$ cat config.mk
export PLATFORM = sky130hd
export DESIGN_NAME = sdh_irq_unit
export DESIGN_NICKNAME = d
export VERILOG_FILES = /design/src/rtl/sdh_irq_unit.sv
export SDC_FILE = /design/constraint.sdc
export NUM_CORES = 1
export LEC_CHECK = 0
export BUFFER_PORTS_ARGS = -buffer_cell sky130_fd_sc_hd__buf_2
export CAP_MARGIN = 0
export CORE_ASPECT_RATIO = 0.6
export CORE_MARGIN = 5
export CORE_UTILIZATION = 55
export DETAILED_ROUTE_END_ITERATION = 6
export PLACE_DENSITY = 0.82
export RECOVER_POWER = 50
export SYNTH_ARGS = -nofsm -noshare
export SYNTH_HDL_FRONTEND = slang
export SYNTH_SLANG_ARGS = --single-unit
$ cat constraint.sdc
create_clock -name clk -period 1.79 [get_ports clk]
set_input_delay 0.0895 -clock clk [delete_from_list [all_inputs] [get_ports clk]]
set_output_delay 0.0895 -clock clk [all_outputs]
set_load 0.01 [all_outputs]
$ cat src/rtl/sdh_irq_unit.sv
module sdh_irq_unit #(
  parameter int RST_CYCLES = 4,
  localparam int CW = (RST_CYCLES > 1) ? $clog2(RST_CYCLES) : 1
) (
  input  logic        clk,
  input  logic        rst_n,
  input  logic        ev_cmd_done,
  input  logic        ev_xfer_done,
  input  logic [9:0]  ev_err,
  input  logic        cmd_start,
  input  logic        dat_start,
  input  logic        wr_en,
  input  logic [2:0]  wr_addr,
  input  logic [15:0] wr_data,
  input  logic [2:0]  rd_addr,
  output logic [15:0] rd_data,
  output logic        irq
);
  localparam logic [9:0] CMD_ERR = 10'h00F;
  localparam logic [9:0] DAT_ERR = 10'h370;
  localparam logic [CW-1:0] CNT_LOAD = CW'(RST_CYCLES - 1);

  logic [1:0] nsts, nen, nsig;
  logic [9:0] ests, een, esig;
  logic       crst, drst, cinh, dinh;
  logic [CW-1:0] ccnt, dcnt;

  wire wr_nsts = wr_en && wr_addr == 3'd0;
  wire wr_ests = wr_en && wr_addr == 3'd1;
  wire wr_rst  = wr_en && wr_addr == 3'd6;

  wire [1:0] n_clr   = wr_nsts ? wr_data[1:0] : 2'b00;
  wire [9:0] e_clr   = wr_ests ? wr_data[9:0] : 10'd0;
  wire [9:0] e_hold  = ~((crst ? CMD_ERR : 10'd0) | (drst ? DAT_ERR : 10'd0));
  wire       cmd_fin = ev_cmd_done || |(ev_err & CMD_ERR);
  wire       dat_fin = ev_xfer_done || |(ev_err & DAT_ERR);

  always_ff @(posedge clk or negedge rst_n) begin
    if (!rst_n) begin
      nsts <= '0; ests <= '0;
      nen <= '0; een <= '0; nsig <= '0; esig <= '0;
      cinh <= 1'b0; dinh <= 1'b0;
    end else begin
      nsts <= ((nsts & ~n_clr) | ({ev_xfer_done, ev_cmd_done} & nen)) & ~{drst, crst};
      ests <= ((ests & ~e_clr) | (ev_err & een)) & e_hold;
      if (wr_en && wr_addr == 3'd2) nen  <= wr_data[1:0];
      if (wr_en && wr_addr == 3'd3) een  <= wr_data[9:0];
      if (wr_en && wr_addr == 3'd4) nsig <= wr_data[1:0];
      if (wr_en && wr_addr == 3'd5) esig <= wr_data[9:0];
      cinh <= !crst && (cmd_start || (cinh && !cmd_fin));
      dinh <= !drst && (dat_start || (dinh && !dat_fin));
    end
  end

  always_ff @(posedge clk or negedge rst_n) begin
    if (!rst_n) begin
      crst <= 1'b0; drst <= 1'b0; ccnt <= '0; dcnt <= '0;
    end else begin
      if (wr_rst && wr_data[0]) begin
        crst <= 1'b1; ccnt <= CNT_LOAD;
      end else if (crst) begin
        if (ccnt == '0) crst <= 1'b0;
        else ccnt <= ccnt - 1'b1;
      end
      if (wr_rst && wr_data[1]) begin
        drst <= 1'b1; dcnt <= CNT_LOAD;
      end else if (drst) begin
        if (dcnt == '0) drst <= 1'b0;
        else dcnt <= dcnt - 1'b1;
      end
    end
  end

  always_comb begin
    rd_data = '0;
    case (rd_addr)
      3'd0: rd_data = {|ests, 13'd0, nsts};
      3'd1: rd_data[9:0] = ests;
      3'd2: rd_data[1:0] = nen;
      3'd3: rd_data[9:0] = een;
      3'd4: rd_data[1:0] = nsig;
      3'd5: rd_data[9:0] = esig;
      3'd6: rd_data[1:0] = {drst, crst};
      3'd7: rd_data[3:0] = {ests[4] && !nsts[1], nsts[1], dinh, cinh};
      default: rd_data = '0;
    endcase
  end

  assign irq = |(nsts & nsig) || |(ests & esig);

  a_r1_cmd_done_latched: assert property (@(posedge clk) disable iff (!rst_n)
    (ev_cmd_done && nen[0] && !crst) |=> nsts[0]);
  a_r1_disabled_stays_clear: assert property (@(posedge clk) disable iff (!rst_n)
    (!een[0] && !ests[0]) |=> !ests[0]);
  a_r2_w1c_clears: assert property (@(posedge clk) disable iff (!rst_n)
    (wr_ests && wr_data[5] && !(ev_err[5] && een[5])) |=> !ests[5]);
  a_r4_irq_has_source: assert property (@(posedge clk) disable iff (!rst_n)
    irq |-> (nsts != 2'b00 || ests != 10'd0));
  a_r7_cmd_reset_clears: assert property (@(posedge clk) disable iff (!rst_n)
    crst |=> (ests[3:0] == 4'd0 && !nsts[0] && !cinh));
  a_r7_dat_reset_clears: assert property (@(posedge clk) disable iff (!rst_n)
    drst |=> ((ests & DAT_ERR) == 10'd0 && !nsts[1] && !dinh));
  a_r8_cmd_start_sets: assert property (@(posedge clk) disable iff (!rst_n)
    (cmd_start && !crst) |=> cinh);
endmodule

* Word-level counts from Yosys, hierarchy flattened
Index checks and enable logic that the tools add are counted.
** Storage, ports and cells
- Register bits :: 44
- Input port bits :: 39
- Output and inout port bits :: 17
- Word-level logic and storage cells :: 101
** Cells by class
- $add $sub $neg :: 2
- Equal/unequal tests :: 15
- Muxes and demuxes :: 20
- Bitwise logic cells :: 15
- Reduce and logical (&&, ||, !) cells :: 37
** Operator list (count)
- $and A10 B10 Y10 :: 4
- $eq A3 B3 Y1 const B :: 7
- $mux W10 :: 2
- $not A10 Y10 :: 2
- $reduce_or A10 Y1 :: 2
- $pmux W6 S3 :: 1
- $pmux W2 S8 :: 1
- $logic_and A1 B1 Y1 :: 14
- $mux W2 :: 7
- $eq A3 B2 Y1 const B :: 4
- $or A10 B10 Y10 :: 1
- $or A4 B10 Y10 :: 1
- $and A2 B2 Y2 :: 4
- $pmux W2 S4 :: 1
- $eq A3 B1 Y1 const B :: 2
- $logic_not A3 Y1 :: 2
- $mux W1 :: 6
- $mux W6 :: 1
- $logic_not A1 Y1 :: 5
- $logic_or A1 B1 Y1 :: 5
- $reduce_or A5 Y1 :: 1
- $logic_not A2 Y1 :: 2
- $mux W4 :: 1
- $ne A2 B2 Y1 const B :: 2
- 7 further kinds :: 11

* Longest topological paths before layout
- Depth in word-level cells :: 7
- Gate-level depth with buffers :: 5
- Mapped depth without buffers :: 5

* Least setup slack after synthesis
OpenSTA, ideal clock, no wires.
- Kind :: reg-to-output
- Start :: register ests[4]
- End :: output rd_data[3]
- Arrival :: 1.143 ns
- Required time :: 1.701 ns
- Setup slack :: 0.558 ns
- Cell stages (with the launch flop) :: 4
- Path buffers :: 0
- Cell sequence :: dfrtp_1 -> nor2b_1 -> mux4_2 -> and2_1
** Between the ends
- Longest elaborated chain between the ends :: 2
** Ends and longest elaborated chain
- start: declaration :: line 24 : logic [9:0] ests, een, esig;
- start signal: assignment :: line 45 : ests <= ((ests & ~e_clr) | (ev_err & een)) & e_hold;
- $logic_and A1 B1 Y1 :: line 84 : 3'd7: rd_data[3:0] = {ests[4] && !nsts[1], nsts[1], dinh, cinh};
- $pmux W2 S4 :: line 76 : case (rd_addr)
- end: declaration :: line 16 : output logic [15:0] rd_data,
Every way passes these cells.

* Worst setup path in the final report
Same ends and word-level chain as after synthesis.

==> metrics.yaml <==
final_layout:
  fin_area_mm2: 0.00268
  layout.cells.non_filler: 315
  syn2layout_area_growth_pct: 13.7
  seq_area_mm2: 0.00110
  nFillCells: 362
  utilization: 0.650
  multiInputGateArea_mm2: 0.00114
  antenna_cells: 0
  nets: 298
  drive_above_1_share: 0.318
logic_synthesis:
  synth_area_mm2: 0.00236
  yosys-top-cells-area: "dfrtp_1, mux2_2, a311oi_1"
  synthCells: 211
  synth_top_area_share: 0.467
  post-synth-top-count-cell: "dfrtp_1"
  ys_warn_count: 0
  ys_seq_elements: 44
  yosysSeqAreaShare: 0.467
  ys.flop_type: "dfrtp_1"
  synth.avg_cell_area_um2: 11.2
  synth-edff-count: 0
  synthTopCellsByCount: "dfrtp_1, mux2_2, nand2_1"
  synthArstFlopShare: 1.00
  synth_top_cell_by_area: "dfrtp_1"
  yosysUniqueCellTypes: 38
setup_path:
  critPathMaxFanout: 5
  rr_worst_depth: 5
  worst-setup-path-type: "reg -> out"
  cp_data_required_time_ps: 1700
  cp_cell_sequence: "nor2b_4 > mux4_2 > and2_1 > buf_2"
  r2r-start: "ccnt[0]$_DFFE_PN0P_"
  r2r-end: "ccnt[0]$_DFFE_PN0P_"
  cp_slowest_stage_delay_ps: 460
  cp_top_family: "multiplexers"
  slowest_stage: "mux4_2"
  end_kind: "output pin"
  start_kind: "flip-flop"
  critPathBufInv: 1
  reg2reg_slack_ps: 690
  worstPathArrival_ps: 1630
route:
  drtIter0Drc: 120
  drt_wl_total_um: 5900
  vias: 1876
  final_antenna_net_count: 0
  drc: 0
  drt-vias-per-instance: 5.96
  drt_pass1_iterations: 4
  wl_per_cell_um: 18.7
cts:
  cts.sinks: 44
  cts_max_path_buffers: 2
  clkTransAtPathRegs_ps: 70
  htreeDepth: 2
  cts_tree: "done"
  clk_latency_ps: 290
  cts_buffers: 5
  cts_root_buf: "clkbuf_8"
place:
  placed_area_mm2: 0.00260
  placed_cells: 308
  place.gp.congestion: 0.800
  io_buffer_count: 44
  hpwl_um: 4400
timing:
  finalSetupViolCount: 0
  fin_setup_tns_ps: 0
  min_period_ps: 1720
  relSlewSlack: 0.355
  tightest_slew_ps: 968
  fmax_ghz: 0.581
  slew_violations: 0
  grt_setup_unrepaired: "no"
  finClkSkew_ps: 4.72
  hold_viol_final: 0
  fin_crit_sh: 0.961
global_routing:
  grt-busiest-layer: "met2"
  grt_use_met2: 0.323
  met1_usage: 0.309
  first_global_vias: 1815
  grt_pass1_wl_um: 9250
  antenna_found_initial: 0
  grtUsageTotal: 0.215
  grt_max_degree: 20
  met3_usage: 0.0657
  grt_overflow_total: 0
status:
  status: "finished, final reports clean"
min_path:
  worstHoldPathCells: 2
  hold_start: "wr_data[6]"
  hold_path.class: "in -> reg"
  hold_end: "ests[6]$_DFF_PN0_"
pwr:
  power_leakage_nw: 1.22
  power.density_mw_per_mm2: 1190
  vdd_drop_max_uv: 624
floorplanning:
  die_h_um: 60.7
  die_w_um: 94.5
  io_pins: 56
  initial_core_util: 0.572
  die_area_mm2: 0.00574
  rows: 18
  core_region_area_mm2: 0.00412
run:
  maxCapViolations: 0
[state kept, by name (all words and copies together), names as in the netlist]
name and flops:
nsig 2, ests 10, dcnt 2, nsts 2
nen 2, dinh 1, ccnt 2, drst 1
crst 1, cinh 1, een 10, esig 10
[per-layer routing]
metal / part of all wire / routed length (um)
met1: 0.47 / 2750
met5: 0 / 0
met4: 0.0090 / 53
met2: 0.43 / 2560
met3: 0.091 / 540
[cells by family after synthesis]
family | after synthesis | share of synthesized area
and+or+nand+nor | 58 | 0.133
AOI/OAI and AO/OA | 46 | 0.148
DFF | 44 | 0.467
muxes | 36 | 0.177
buffers and inverters | 22 | 0.0557
adders and majority gates | 2 | 0.0106
xor gates and xnor gates | 2 | 0.00743
other | 1 | 0.00159
[layout make-up]
type                            count  area share
Clock buffer                        5      0.0257
Inverter                            5     0.00700
Multi-Input combinational cell    149       0.427
Sequential cell                    44       0.411
Tap cell                           60      0.0280
Timing Repair Buffer               52       0.101
[metrics by stage]
step	power (mW)	setup WS [ps]	hold WS (ps)
after detailed placement	2.60	281	36.9
after floorplan	2.24	558	-206
final	3.18	69.3	3.39
after global placement	2.52	325	31.0
after global routing	3.39	15.5	9.38
after CTS	3.15	43.3	3.88
[timing repair]
item                                   in CTS  in global routing
buffers inserted                            0                  1
setup endpoints to repair                   0                  1
endpoints found under the hold margin      15                  0
gates resized for setup                     0                  3
hold buffers                                1                  0
[layout by cell type (no fill, tap or decap), types with 2 or more instances in the layout]
master / instances
a21oi_1: 11
a31oi_1: 4
o2bb2ai_1: 6
buf_4: 4
nand4b_1: 3
nand3_1: 2
nor4_1: 4
nand2_1: 19
nor2_1: 8
inv_1: 5
a311oi_1: 11
nor2b_1: 3
ha_1: 2
nand4_1: 2
and3b_1: 2
conb_1: 5
clkbuf_1: 4
and2_1: 8
clkbuf_8: 5
dfrtp_1: 43
nand2b_1: 2
mux2i_1: 9
a221oi_1: 3
mux4_2: 2
o211ai_1: 2
a22o_1: 4
nor3b_1: 2
xnor2_1: 2
mux2_2: 25
buf_2: 42
[worst max path at each step]
stage                    endpoint  slack, ps              start  cells after the start
6_report               rd_data[3]         70  ests[4]$_DFF_PN0_                      4
2_1_floorplan          rd_data[3]        560  ests[4]$_DFF_PN0_                      3
3_5_place_dp   een[4]$_DFFE_PN0P_        280         wr_addr[2]                      3
5_1_grt                rd_data[3]         20  ests[4]$_DFF_PN0_                      4
3_3_place_gp   een[6]$_DFFE_PN0P_        330         wr_addr[2]                      3
4_1_cts                rd_data[3]         40  ests[4]$_DFF_PN0_                      4
[where the power goes]
group	switching (mW)	internal, mW
logic	0.435	0.524
clock network	0.304	0.252
registers	0.353	1.31
total	1.09	2.09
Power figures use the tool's default switching activity.
